**src/rtl/uart_rate_pkg.sv**
```systemverilog
package uart_rate_pkg;

    // Prescale mode: the encoding matches the control bit and the strap level.
    typedef enum logic {
        PRESC_FAST = 1'b0,
        PRESC_SLOW = 1'b1
    } presc_mode_e;

endpackage

```
**src/rtl/rate_prescaler.sv**
```systemverilog
module rate_prescaler #(
    parameter int unsigned SLOW_RATIO = 4
) (
    input  logic                      clk,
    input  logic                      rst_n,
    input  logic                      restart,
    input  uart_rate_pkg::presc_mode_e mode,
    output logic                      step
);
    localparam int unsigned CNT_W = (SLOW_RATIO > 2) ? $clog2(SLOW_RATIO) : 1;
    localparam logic [CNT_W-1:0] LAST = CNT_W'(SLOW_RATIO - 1);

    typedef struct packed {
        logic [CNT_W-1:0] cnt;
    } pre_state_t;

    pre_state_t st_d, st_q;
    logic       slow;

    always_comb begin
        slow     = (mode == uart_rate_pkg::PRESC_SLOW);
        st_d     = st_q;
        step     = 1'b0;
        if (restart) begin
            st_d.cnt = '0;
        end else if (slow) begin
            step     = (st_q.cnt == LAST);
            st_d.cnt = step ? '0 : st_q.cnt + CNT_W'(1);
        end else begin
            step     = 1'b1;
            st_d.cnt = '0;
        end
    end

    always_ff @(posedge clk) begin
        if (!rst_n) begin
            st_q <= '0;
        end else begin
            st_q <= st_d;
        end
    end
endmodule

```
**src/rtl/rate_divider.sv**
```systemverilog
module rate_divider #(
    parameter int unsigned DIV_W = 16
) (
    input  logic             clk,
    input  logic             rst_n,
    input  logic             restart,
    input  logic             step,
    input  logic [DIV_W-1:0] divisor,
    output logic             fire,
    output logic             tick16
);
    typedef struct packed {
        logic [DIV_W-1:0] cnt;
        logic             tick;
    } div_state_t;

    div_state_t st_d, st_q;
    logic       active;

    always_comb begin
        active    = (divisor != '0);
        st_d      = st_q;
        fire      = 1'b0;
        if (restart || !active) begin
            st_d.cnt = '0;
        end else if (step) begin
            fire     = (st_q.cnt == divisor - DIV_W'(1));
            st_d.cnt = fire ? '0 : st_q.cnt + DIV_W'(1);
        end
        st_d.tick = fire;
    end

    always_ff @(posedge clk) begin
        if (!rst_n) begin
            st_q <= '0;
        end else begin
            st_q <= st_d;
        end
    end

    assign tick16 = st_q.tick;
endmodule

```
**src/rtl/rate_bitdiv.sv**
```systemverilog
module rate_bitdiv #(
    parameter int unsigned OVERSAMPLE = 16
) (
    input  logic clk,
    input  logic rst_n,
    input  logic restart,
    input  logic fire,
    output logic tick1
);
    localparam int unsigned BCNT_W = (OVERSAMPLE > 2) ? $clog2(OVERSAMPLE) : 1;
    localparam logic [BCNT_W-1:0] LAST = BCNT_W'(OVERSAMPLE - 1);

    typedef struct packed {
        logic [BCNT_W-1:0] cnt;
        logic              tick;
    } bit_state_t;

    bit_state_t st_d, st_q;

    always_comb begin
        st_d      = st_q;
        st_d.tick = 1'b0;
        if (restart) begin
            st_d.cnt = '0;
        end else if (fire) begin
            st_d.tick = (st_q.cnt == LAST);
            st_d.cnt  = st_d.tick ? '0 : st_q.cnt + BCNT_W'(1);
        end
    end

    always_ff @(posedge clk) begin
        if (!rst_n) begin
            st_q <= '0;
        end else begin
            st_q <= st_d;
        end
    end

    assign tick1 = st_q.tick;
endmodule

```
**src/rtl/uart_rate_gen.sv**
```systemverilog
module uart_rate_gen #(
    parameter int unsigned BYTE_W     = 8,
    parameter int unsigned SLOW_RATIO = 4,
    parameter int unsigned OVERSAMPLE = 16
) (
    input  logic              clk,
    input  logic              rst_n,
    input  logic              clk_sel_pin,
    input  logic              mcr_wr,
    input  logic              lo_wr,
    input  logic              hi_wr,
    input  logic [BYTE_W-1:0] wr_data,
    output logic              tick16_o,
    output logic              tick1_o
);
    import uart_rate_pkg::*;

    localparam int unsigned DIV_W   = 2 * BYTE_W;
    localparam int unsigned SEL_BIT = BYTE_W - 1;

    typedef struct packed {
        logic [DIV_W-1:0] divisor;
        presc_mode_e      mode;
    } cfg_state_t;

    cfg_state_t       st_d, st_q;
    logic             restart;
    logic             step;
    logic             fire;
    logic [DIV_W-1:0] div_q;
    logic             slow_q;

    always_comb begin
        st_d    = st_q;
        restart = mcr_wr | lo_wr | hi_wr;
        if (lo_wr) begin
            st_d.divisor[BYTE_W-1:0] = wr_data;
        end
        if (hi_wr) begin
            st_d.divisor[DIV_W-1:BYTE_W] = wr_data;
        end
        if (mcr_wr) begin
            st_d.mode = presc_mode_e'(wr_data[SEL_BIT]);
        end
    end

    always_ff @(posedge clk) begin
        if (!rst_n) begin
            st_q.divisor <= '0;
            st_q.mode    <= presc_mode_e'(clk_sel_pin);
        end else begin
            st_q <= st_d;
        end
    end

    assign div_q  = st_q.divisor;
    assign slow_q = (st_q.mode == PRESC_SLOW);

    rate_prescaler #(.SLOW_RATIO(SLOW_RATIO)) u_pre (
        .clk     (clk),
        .rst_n   (rst_n),
        .restart (restart),
        .mode    (st_q.mode),
        .step    (step)
    );

    rate_divider #(.DIV_W(DIV_W)) u_div (
        .clk     (clk),
        .rst_n   (rst_n),
        .restart (restart),
        .step    (step),
        .divisor (st_q.divisor),
        .fire    (fire),
        .tick16  (tick16_o)
    );

    rate_bitdiv #(.OVERSAMPLE(OVERSAMPLE)) u_bit (
        .clk     (clk),
        .rst_n   (rst_n),
        .restart (restart),
        .fire    (fire),
        .tick1   (tick1_o)
    );
endmodule

```
**config.mk**
```make
export PLATFORM = sky130hd
export DESIGN_NAME = uart_rate_gen
export DESIGN_NICKNAME = d
export VERILOG_FILES = /design/src/rtl/uart_rate_pkg.sv /design/src/rtl/rate_prescaler.sv /design/src/rtl/rate_divider.sv /design/src/rtl/rate_bitdiv.sv /design/src/rtl/uart_rate_gen.sv
export SDC_FILE = /design/constraint.sdc
export NUM_CORES = 1
export LEC_CHECK = 0
export BUFFER_PORTS_ARGS = -buffer_cell sky130_fd_sc_hd__buf_4
export CAP_MARGIN = 20
export CELL_PAD_IN_SITES_DETAIL_PLACEMENT = 0
export CELL_PAD_IN_SITES_GLOBAL_PLACEMENT = 2
export CORE_MARGIN = 8
export CORE_UTILIZATION = 34
export DETAILED_ROUTE_END_ITERATION = 7
export PLACE_DENSITY_LB_ADDON = 0.1
export SYNTH_ARGS = -nofsm -noshare
export SYNTH_HDL_FRONTEND = slang
export SYNTH_HIERARCHICAL = 1
export SYNTH_SLANG_ARGS = --single-unit
```
**constraint.sdc**
```tcl
create_clock -name clk -period 2.27 [get_ports clk]
set_input_delay 0.227 -clock clk [delete_from_list [all_inputs] [get_ports clk]]
set_output_delay 0.227 -clock clk [all_outputs]
set_load 0.01 [all_outputs]
```
==> run metrics, run 1 <==
status=finished with violations; failing checks=setup timing; clock power share=31.9%; cell with the most instances after synthesis=dfxtp_1; Reg-to-Reg End=u_bit/st_q[2]; Cell Chain, Critical Path=or4_4 -> nor3_4 -> nand4b_1 -> a31oi_1 -> o22ai_2 -> nor3_4 -> and2_4 -> mux2i_1 -> nor2_1; post-detail-place hpwl=4420 um; ranking of synthesized cells by area=dfxtp_1 (35%), mux2i_1 (8.6%), xor2_1 (6.4%); die span in y=98.5 um; worst-path fanout max=7; LEAKAGE=1.15 nW; final worst slack=-0.000647 ns; worst slack at placement=-0.171 ns; Routed WL per cell=14.8 um; Max Slew Vio Count=0; CTS tree=built; number of synthesized register bits=41; Synthesized Nets=271; GRT overflow=0; Layout area overhead=26.7%; sequential cell fraction of total power=49.1%; Post-synth top flop=dfxtp_1; CP Buf/Inv Count=0; Post-synth EDFFs=1; unrepaired setup endpoints after global routing=yes; DR vias/cell=4.93; leading area contributor after synthesis=dfxtp_1; Top cell by count, worst path=nor3_4; post-synth cell types=46; NetSw=0.000403 W; Fin. Hold Viols=0; largest net degree at the start of global routing=22; Die ar.=0.00971 sq mm; Core ar.=0.00668 sq mm; Sink Count=41; switching portion of total power=26.1%; fin crit share=100%; clock skew=0.00884 ns; Arr. time, crit path=2.46 ns; Hold Path Depth=3; Post-synth top cells=dfxtp_1 (40), mux2i_1 (20), nor2_1 (20); power share of the combinational group=19.0%; initial antenna violation count=0; Worst VDD drop=0.000234 V; Clock Tree Root=clkbuf_8; delay-heaviest family, CP=simple AND/OR/NAND/NOR gates; met1 global-route usage=14.8%; placed cells=377; Final setup viols=1; Max-slew headroom=71.8%; Bufs on Longest Clock Path=2; layout cells sized above 1=28.7%; area of placed instances=0.00276 sq mm; critical path required time=2.46 ns; Die Width=98.5 um; DRC=0; Pint=0.00114 W; Final Wtd Congestion=0.765; Max-cap violations=0; Final min period=2.27 ns; Async S/R FF share, synth=0%; Mean Syn Cell Area=9.15 sq um; GRT busiest layer=met2; Worst-Skew Late Latency=0.29 ns; PwrDens=526 mW/mm^2; row cnt=30; first-pass GRT wire length=9360 um; worst hold endpoint=div_q[10]; Worst setup EP type=register; register area share after synthesis=35.9%; GR Util met3=2.40%; yosys warns=6; fmax=440 MHz; CP max stage delay=0.53 ns; Hold Crit Class=in -> reg; Non-Filler Instances=387; filler instances=683; Mapped Cells=253; Worst Min Path Start=wr_data[2]; antenna fix cells=0; Synth Cell Area=0.00232 sq mm; ANT nets after route=0; Synth top area share=34.6%; minimum hold slack=0.201 ns; Ports=16; NumNets Final=324; vias in the first global route=1,902; initial DRC count=55; Least-Margin Pin Slew=0.421 ns; Detailed Routing Iterations Pass 1=4; CTS clk-pin slew, worst paths=0.08 ns; CTS H-tree lvls=2; gr usage total=12.0%; vias=1,909; Reg2Reg Depth=9; TritonCTS buffer count=5; design area=0.00293 sq mm; IO Port Bufs=15; r2r setup slk=-0.0006 ns; r2r startpoint=div_q[4]; CTS Hold Bufs=0; met2 Use GR=20.1%; Startpoint Class=register; Setup CP Type=reg -> reg; Starting Density=34.7%; CP max-delay cell=or4_4; Post-Route WL=5710 um
==> metal layers <==
layer,vias to the layer above,wire (um)
met5,-,0
met2,12,2700
met1,893,2830
li1,998,-
met3,6,100
met4,0,78
==> area by class of cell <==
cell class | instances | area (sq um) | share of cell area (%)
tap | 80 | 100 | 3.41
multi-input combinational | 193 | 1450 | 49.4
inverter | 10 | 37.5 | 1.28
clock buffer | 8 | 90.1 | 3.07
sequential | 41 | 841 | 28.7
timing repair buffer | 55 | 417 | 14.2
==> tightest hold or removal path, stage by stage <==
cell and delay [ns]:
buf_4 0.08, mux2i_1 0.06, nor2b_1 0.09
==> how the worst max path moves through the flow <==
stage | end | depth (start not counted) | slack (ns) | startpoint
6_report | u_bit/st_q[2] | 9 | -0.0006 | div_q[4]
4_1_cts | u_bit/st_q[3] | 10 | -0.01 | div_q[4]
3_5_place_dp | u_bit/st_q[3] | 10 | -0.17 | div_q[4]
5_1_grt | u_bit/st_q[4] | 10 | -0.15 | div_q[4]
3_3_place_gp | u_bit/st_q[3] | 10 | -0.14 | div_q[4]
2_1_floorplan | u_bit/st_q[3] | 11 | -0.11 | div_q[6]
==> state kept, by name, indices dropped and copies added (netlist names) <==
register      count
div_q            16
slow_q            1
u_bit/st_q        4
u_bit/tick1       1
u_div/st_q       16
u_div/tick16      1
u_pre/st_q        2
==> kinds of logic (layout without fill, tap and decap cells) <==
group                    after synthesis  after routing  synth area share (%)
multiplexers                          21             21                  9.13
XOR/XNOR                              32             32                  12.1
AO/OA/AOI/OAI                         24             24                  7.02
AND/OR/NAND/NOR                      112            112                  29.2
buffers and inverters                 19             73                  4.48
flip-flops                            41             41                  35.9
adder cells (fa/ha/maj)                4              4                  2.16
==> what timing repair did <==
| item | 4_1_cts | 5_1_grt |
|---|---|---|
| setup buffers | 0 | 3 |
| pin swaps | 3 | 9 |
| cloned | 0 | 0 |
| gates resized for setup | 5 | 13 |
| hold endpoints to repair | 0 | 0 |
| endpoints found under the setup margin | 5 | 21 |
==> layout by cell type, fill, tap and decap left out, types with 4 or more instances in the layout <==
cell type and n:
nor3_1 16, nand3_1 6, and3_1 4, nand4_1 7, dfxtp_1 36, nor2_1 20
nor2b_1 17, xnor2_1 15, nand2_1 11, a21oi_1 9, xor2_1 17, inv_1 9
nand2b_1 4, clkbuf_8 6, buf_4 54, mux2i_1 20
==> power by group through the flow <==
| stage | combinational, W | sequential [W] | clock, W |
|---|---|---|---|
| after detailed placement | 0.000280 | 0.000774 | 0 |
| after global placement | 0.000281 | 0.000774 | 0 |
| after floorplan | 0.000163 | 0.000779 | 0 |
| final | 0.000293 | 0.000757 | 0.000493 |
| after global routing | 0.000320 | 0.000760 | 0.000544 |
| after CTS | 0.000281 | 0.000757 | 0.000518 |
==> through the flow <==
step / setup TNS (ns) / utilization (%) / power [W]
global route: -0.530 / 43.9 / 0.00162
global placement: -0.407 / 41.3 / 0.00106
finish: -0.000647 / 43.9 / 0.00154
floorplan: -0.346 / - / 0.000942
CTS: -0.0198 / 42.8 / 0.00156
detailed placement: -0.684 / 41.3 / 0.00105
(Power assumes the default switching activity.)
==> run 2: changes to the inputs <==
--- a/config.mk
+++ b/config.mk
@@ -5,12 +5,13 @@
 export SDC_FILE = /design/constraint.sdc
 export NUM_CORES = 1
 export LEC_CHECK = 0
-export BUFFER_PORTS_ARGS = -buffer_cell sky130_fd_sc_hd__buf_4
-export CAP_MARGIN = 20
+export BUFFER_PORTS_ARGS = -buffer_cell sky130_fd_sc_hd__clkbuf_2
+export CAP_MARGIN = 15
 export CELL_PAD_IN_SITES_DETAIL_PLACEMENT = 0
 export CELL_PAD_IN_SITES_GLOBAL_PLACEMENT = 2
 export CORE_MARGIN = 8
-export CORE_UTILIZATION = 34
+export CORE_UTILIZATION = 35
+export CTS_BUF_LIST = sky130_fd_sc_hd__clkbuf_2
 export DETAILED_ROUTE_END_ITERATION = 7
 export PLACE_DENSITY_LB_ADDON = 0.1
 export SYNTH_ARGS = -nofsm -noshare
==> run 2 against run 1 <==
Compared with the run above: the flow still finishes with violations (setup timing); final cell count grew 0.26%; worst setup slack lost 0.019 ns; sequential cell count is the same; global-route usage grew 0.61 points; sequential share of layout area grew 0.24 points; first-iteration DRC count grew 36%; sequential power grew 0.5%; critical path type unchanged; largest cell class unchanged; highest routed layer unchanged.
==> run metrics, run 2 (synthesized netlist as in run 1, its figures left out) <==
Setup CP Type=reg -> reg; failing checks=setup timing; Max-cap violations=0 (unchanged); Reg2Reg Depth=10 (+1); clock skew=0.0292 ns (+0.0204 ns); Max-slew headroom=73.5% (+1.7 points); CTS tree=built; Clock Tree Root=clkbuf_2; Bufs on Longest Clock Path=2 (unchanged); vias in the first global route=1,959 (+3.0%); Core ar.=0.00639 sq mm (-4.4%); LEAKAGE=1.15 nW (about the same); Final min period=2.29 ns (+0.0188 ns); antenna fix cells=0 (unchanged); Worst-Skew Late Latency=0.40 ns (+0.11 ns); area of placed instances=0.00275 sq mm (-0.14%); TritonCTS buffer count=5 (unchanged); Sink Count=41 (unchanged); Ports=16 (unchanged); first-pass GRT wire length=9800 um (+4.7%); initial antenna violation count=0 (unchanged); initial DRC count=75 (+36%); Worst VDD drop=0.000277 V (+18%); Final Wtd Congestion=0.758 (-0.89%); minimum hold slack=0.0959 ns (-0.106 ns); Arr. time, crit path=2.58 ns (+0.12 ns); row cnt=29 (-3.3%); layout cells sized above 1=31.5% (+2.8 points); PwrDens=507 mW/mm^2 (-3.7%); Final setup viols=1 (unchanged); DR vias/cell=4.87 (-1.3%); CTS clk-pin slew, worst paths=0.19 ns (+0.11 ns); commonest non-fill, non-tap cell in the layout=buf_4; Worst setup EP type=register; Worst Setup EP=u_bit/st_q[3]; Post-Route WL=5660 um (-0.79%); r2r setup slk=-0.02 ns (-0.02 ns); largest net degree at the start of global routing=21 (-4.5%); DRC=0 (unchanged); Max Slew Vio Count=0 (unchanged); final worst slack=-0.0194 ns (-0.0188 ns); Util after Layout=45.4% (+1.4 points); Crit. Startpoint=div_q[4]; most frequent cells in the layout=buf_4 (44), dfxtp_1 (35), clkbuf_2 (21); design area=0.00290 sq mm (-1.3%); fmax=437 MHz (-0.82%); Layout area overhead=25.1%; NumNets Final=328 (+1.2%); CTS Hold Bufs=0 (unchanged); Die Width=97.3 um (-1.2%); status=finished with violations; Detailed Routing Iterations Pass 1=4 (unchanged); Die ar.=0.00948 sq mm (-2.4%); Routed WL per cell=14.6 um (-1.0%); Hold Crit Class=in -> reg; worst-path fanout max=7 (unchanged); unrepaired setup endpoints after global routing=yes; GRT overflow=0 (unchanged); r2r startpoint=div_q[4]; Startpoint Class=register; fin crit share=101% (+0.83 points); Reg-to-Reg End=u_bit/st_q[3]; post-detail-place hpwl=4480 um (+1.4%); Least-Margin Pin Slew=0.394 ns (-0.0268 ns); gr usage total=12.6% (+0.61 points); CTS H-tree lvls=2 (unchanged); die span in y=97.3 um (-1.2%); critical path required time=2.56 ns (+0.10 ns); Fin. Hold Viols=0 (unchanged); IO Port Bufs=15 (unchanged); Starting Density=36.3% (+1.6 points); worst slack at placement=-0.163 ns (+0.00732 ns); vias=1,890 (-1.0%); ANT nets after route=0 (unchanged)
## run 2: cell count changes in the layout (fill, tap and decap cells not counted), moves of 2 or more
| cell | previous run | this run |
|---|---|---|
| dfxtp_4 | 2 | 0 |
| nor3_1 | 16 | 10 |
| clkbuf_2 | 0 | 21 |
| nor3_2 | 2 | 9 |
| clkbuf_1 | 2 | 0 |
| buf_4 | 54 | 44 |
| clkbuf_8 | 6 | 0 |
| dfxtp_2 | 2 | 5 |
## run 2: repair_timing
item / CTS / global route
endpoints found under the setup margin: 5 / 19
pin swaps: 1 / 11
gates resized for setup: 5 / 14
buffers inserted: 0 / 2
## run 2: layer usage
layer	GRT usage (%)	wire, um
met4	3.85	56
met3	2.35	88
met5	0	0
met2	20.8	2720
met1	16.0	2800
## run 2: how the worst min path moves through the flow
stage                              from            end  slack, ns  depth (start not counted)
after floorplan                   rst_n       div_q[4]       0.36                          1
after global placement    u_pre/st_q[0]  u_pre/st_q[0]       0.42                          1
after detailed placement  u_pre/st_q[0]  u_pre/st_q[0]       0.43                          1
after CTS                    wr_data[2]      div_q[10]       0.07                          3
final                        wr_data[2]      div_q[10]        0.1                          3
after global routing        clk_sel_pin         slow_q       0.07                          2
## run 2: worst max-delay path, stage by stage, from the launching register on
cell and delay [ns]:
dfxtp_2 0.39, or4_4 0.53, nor3_4 0.23, nand4b_1 0.12, a31oi_1 0.20, o22ai_2 0.13
nor3_4 0.15, and2_4 0.22, nand2_2 0.05, xor2_1 0.13, nor2_1 0.05
## run 2: power by group
part | switching, W | leakage [nW] | internal [W]
logic | 0.000139 | 0.774 | 0.000144
registers | 0.0000164 | 0.337 | 0.000745
clock network | 0.000236 | 0.0406 | 0.000188
total | 0.000391 | 1.15 | 0.00108
## run 2: per-stage QoR
| stage | total power (W) | std cells | setup TNS, ns |
|---|---|---|---|
| 6_report | 0.00147 | 388 | -0.0194 |
| 5_1_grt | 0.00155 | 388 | -1.50 |
| 4_1_cts | 0.00149 | 387 | -0.0381 |
| 3_5_place_dp | 0.00105 | 379 | -0.569 |
| 3_3_place_gp | 0.00105 | 379 | -0.406 |
| 2_1_floorplan | 0.000942 | 253 | -0.346 |
## run 2: area by class of cell
class,count,area (sq um)
inverters,10,37.5
clock inverters,2,33.8
flip-flops and latches,41,837
clock buffers,6,30.0
repair buffers,59,405
well taps,77,96.3
fillers,681,3490
multi-input cells,193,1460
==> run 3: changes to the inputs <==
--- a/config.mk
+++ b/config.mk
@@ -16,5 +16,4 @@
 export PLACE_DENSITY_LB_ADDON = 0.1
 export SYNTH_ARGS = -nofsm -noshare
 export SYNTH_HDL_FRONTEND = slang
-export SYNTH_HIERARCHICAL = 1
 export SYNTH_SLANG_ARGS = --single-unit
==> run 3 against run 2 <==
Compared with the run above: the flow still finishes with violations (setup timing); global-route usage hardly changed; clock power is 26% lower; first-iteration DRC count is 35% lower; critical path depth is 2 higher; die area is 1.3% lower; sequential share of layout area is 0.45 points lower; final cell count is 1.8% lower; routed wire length is 6.3% higher; critical path type unchanged.
==> run metrics, run 3 <==
vias in the first global route=1,920 (-2.0%); ANT nets after route=0 (unchanged); CTS Hold Bufs=0 (unchanged); Clock Tree Root=clkbuf_2; ranking of synthesized cells by area=dfxtp_1 (35%), xor2_1 (7.7%), mux2i_1 (7.0%); Final min period=2.36 ns (+0.0741 ns); Max Slew Vio Count=0 (unchanged); Cell Chain, Critical Path=inv_2 -> ha_4 -> nor4b_4 -> nand4_1 -> xnor2_2 -> a211oi_2 -> o2111ai_2 -> buf_6 -> buf_6 -> buf_6 -> nand4b_1 -> a31oi_1; IO Port Bufs=15 (unchanged); Synth top area share=35.1% (+0.53 points); Bufs on Longest Clock Path=2 (unchanged); CP max-delay cell=dfxtp_2; Final setup viols=17 (+16); final setup TNS=-1.14 ns (-1.12 ns); Max-slew headroom=69.1% (-4.4 points); Detailed Routing Iterations Pass 1=5 (+1); Core ar.=0.00631 sq mm (-1.1%); unrepaired setup endpoints after global routing=yes; Final Wtd Congestion=0.788 (+3.9%); Post-synth EDFFs=1 (unchanged); TritonCTS buffer count=5 (unchanged); cell with the most instances after synthesis=dfxtp_1; Ports=16 (unchanged); initial antenna violation count=0 (unchanged); register area share after synthesis=36.4% (+0.55 points); Non-Filler Instances=381 (-1.8%); worst-path fanout max=5 (-2); leading area contributor after synthesis=dfxtp_1; Least-Margin Pin Slew=0.460 ns (+0.0662 ns); Crit. Startpoint=div_q[1]; clock skew=0.0225 ns (-0.00668 ns); CP max stage delay=0.37 ns (-0.16 ns); CTS clk-pin slew, worst paths=0.23 ns (+0.04 ns); Synth Cell Area=0.00228 sq mm (-1.5%); placed cells=368 (-2.9%); post-synth cell types=46 (unchanged); worst slack at placement=-0.132 ns (+0.0312 ns); most frequent cells in the layout=dfxtp_1 (38), buf_4 (34), xor2_1 (20), clkbuf_2 (20), nor2b_1 (19); Mapped Cells=251 (-0.79%); failing checks=setup timing; Worst VDD drop=0.000215 V (-22%); Die Width=96.7 um (-0.64%); Post-Route WL=6020 um (+6.3%); largest net degree at the start of global routing=22 (+4.8%); critical path required time=2.58 ns (+0.02 ns); Async S/R FF share, synth=0% (unchanged); post-detail-place hpwl=4560 um (+1.9%); Hold Crit Class=in -> reg; vias=1,916 (+1.4%); CTS H-tree lvls=2 (unchanged); Post-synth top flop=dfxtp_1; Post-synth top cells=dfxtp_1 (40), nor2_1 (23), xor2_1 (20); filler instances=662 (-2.8%); Setup CP Type=reg -> reg; first-pass GRT wire length=9760 um (-0.49%); Fin. Hold Viols=0 (unchanged); row cnt=29 (unchanged); minimum hold slack=0.0740 ns (-0.0218 ns); Top cell by count, worst path=buf_6; Arr. time, crit path=2.67 ns (+0.09 ns); LEAKAGE=1.15 nW (-0.57%); antenna fix cells=0 (unchanged); yosys warns=0 (-6); Synthesized Nets=269 (-0.74%); die span in y=96.7 um (-0.64%); Startpoint Class=register; NumNets Final=322 (-1.8%); fin crit share=104% (+3.3 points); layout cells sized above 1=31.6% (+0.068 points); Sink Count=41 (unchanged); Starting Density=36.1% (-0.14 points); Die ar.=0.00936 sq mm (-1.3%); Worst Min Path Start=wr_data[0]; GRT overflow=0 (unchanged); Routed WL per cell=15.8 um (+8.2%); number of synthesized register bits=41 (unchanged); fmax=423 MHz (-3.1%); Max-cap violations=0 (unchanged); Mean Syn Cell Area=9.09 sq um (-0.73%); final worst slack=-0.0935 ns (-0.0741 ns); PwrDens=468 mW/mm^2 (-7.7%); initial DRC count=49 (-35%); Worst-Skew Late Latency=0.41 ns (about the same); DRC=0 (unchanged); commonest non-fill, non-tap cell in the layout=dfxtp_1; DR vias/cell=5.03 (+3.2%); status=finished with violations; Layout area overhead=28.4%; CTS tree=built; Worst setup EP type=register; r2r startpoint=div_q[1]; gr usage total=12.6% (about the same)
[run 3: changes by cell type after synthesis, moves of 5 or more]
cell     delta
nor3_1      -8
nand2_1     +5
inv_1       -5
and3_1      +5
[run 3: per-layer routing]
| metal | vias up | global-route usage [%] | part of all wire [%] |
|---|---|---|---|
| met1 | 902 | 16.4 | 50 |
| met3 | 5 | 2.49 | 2.0 |
| met5 | - | 0 | 0 |
| met4 | 0 | 3.20 | 0.83 |
| li1 | 991 | - | - |
| met2 | 18 | 20.4 | 47 |
[run 3: repair_timing]
action | in CTS | in global routing
setup buffers | 8 | 1
pin swaps | 20 | 21
endpoints found under the setup margin | 17 | 22
resized for setup | 25 | 21
cloned | 1 | 0
[run 3: path summary, 6_finish.rpt]
| check | slack, ns | depth (start not counted) | endpoint |
|---|---|---|---|
| worst max-delay path | -0.09 | 12 | u_div.st_q[3] |
| worst min-delay path | 0.07 | 3 | div_q[8] |
| worst min register to register | 0.45 | 1 | u_pre.st_q[0] |
| worst max register to register | -0.09 | 12 | u_div.st_q[3] |
[run 3: layout make-up]
class	instances	area [sq um]	area share [%]
Timing Repair Buffer	54	390	13.3
Clock inverter	2	11.3	0.384
Multi-Input combinational cell	197	1550	53.1
Clock buffer	5	25.0	0.854
Inverter	5	18.8	0.641
Sequential cell	41	833	28.4
Tap cell	77	96.3	3.29
[run 3: stage by stage]
step	total power (W)	instance area [sq um]	utilization [%]
3_3_place_gp	0.00104	2670	42.3
5_1_grt	0.00144	2930	46.4
3_5_place_dp	0.00104	2670	42.3
4_1_cts	0.00139	2900	46.0
2_1_floorplan	0.000942	2280	-
6_report	0.00137	2930	46.4
[run 3: report_power, final]
| group | switching, W | total (W) | internal, W |
|---|---|---|---|
| Clock | 0.000246 | 0.000313 | 0.0000663 |
| Combinational | 0.000143 | 0.000289 | 0.000147 |
| Sequential | 0.0000238 | 0.000768 | 0.000744 |
| Total | 0.000413 | 0.00137 | 0.000957 |
[run 3: logic make-up (layout without fill, tap and decap cells)]
| kind of cell | after synthesis | count (layout) | synth area share, % |
|---|---|---|---|
| buffers and inverters | 13 | 66 | 2.58 |
| and+or+nand+nor | 111 | 111 | 27.9 |
| AOI/OAI and AO/OA | 30 | 30 | 9.98 |
| xor gates and xnor gates | 35 | 35 | 13.4 |
| DFF | 41 | 41 | 36.4 |
| muxes | 17 | 17 | 7.51 |
| adders and majority gates | 4 | 4 | 2.19 |
[run 3: worst max-delay path: cells and delay by family, from the launching register on]
kind | cells | cell delay [ns]
and+or+nand+nor | 3 | 0.60
AOI/OAI and AO/OA | 3 | 0.48
buffers and inverters | 4 | 0.46
DFF | 1 | 0.37
xor gates and xnor gates | 1 | 0.22
adders and majority gates | 1 | 0.13
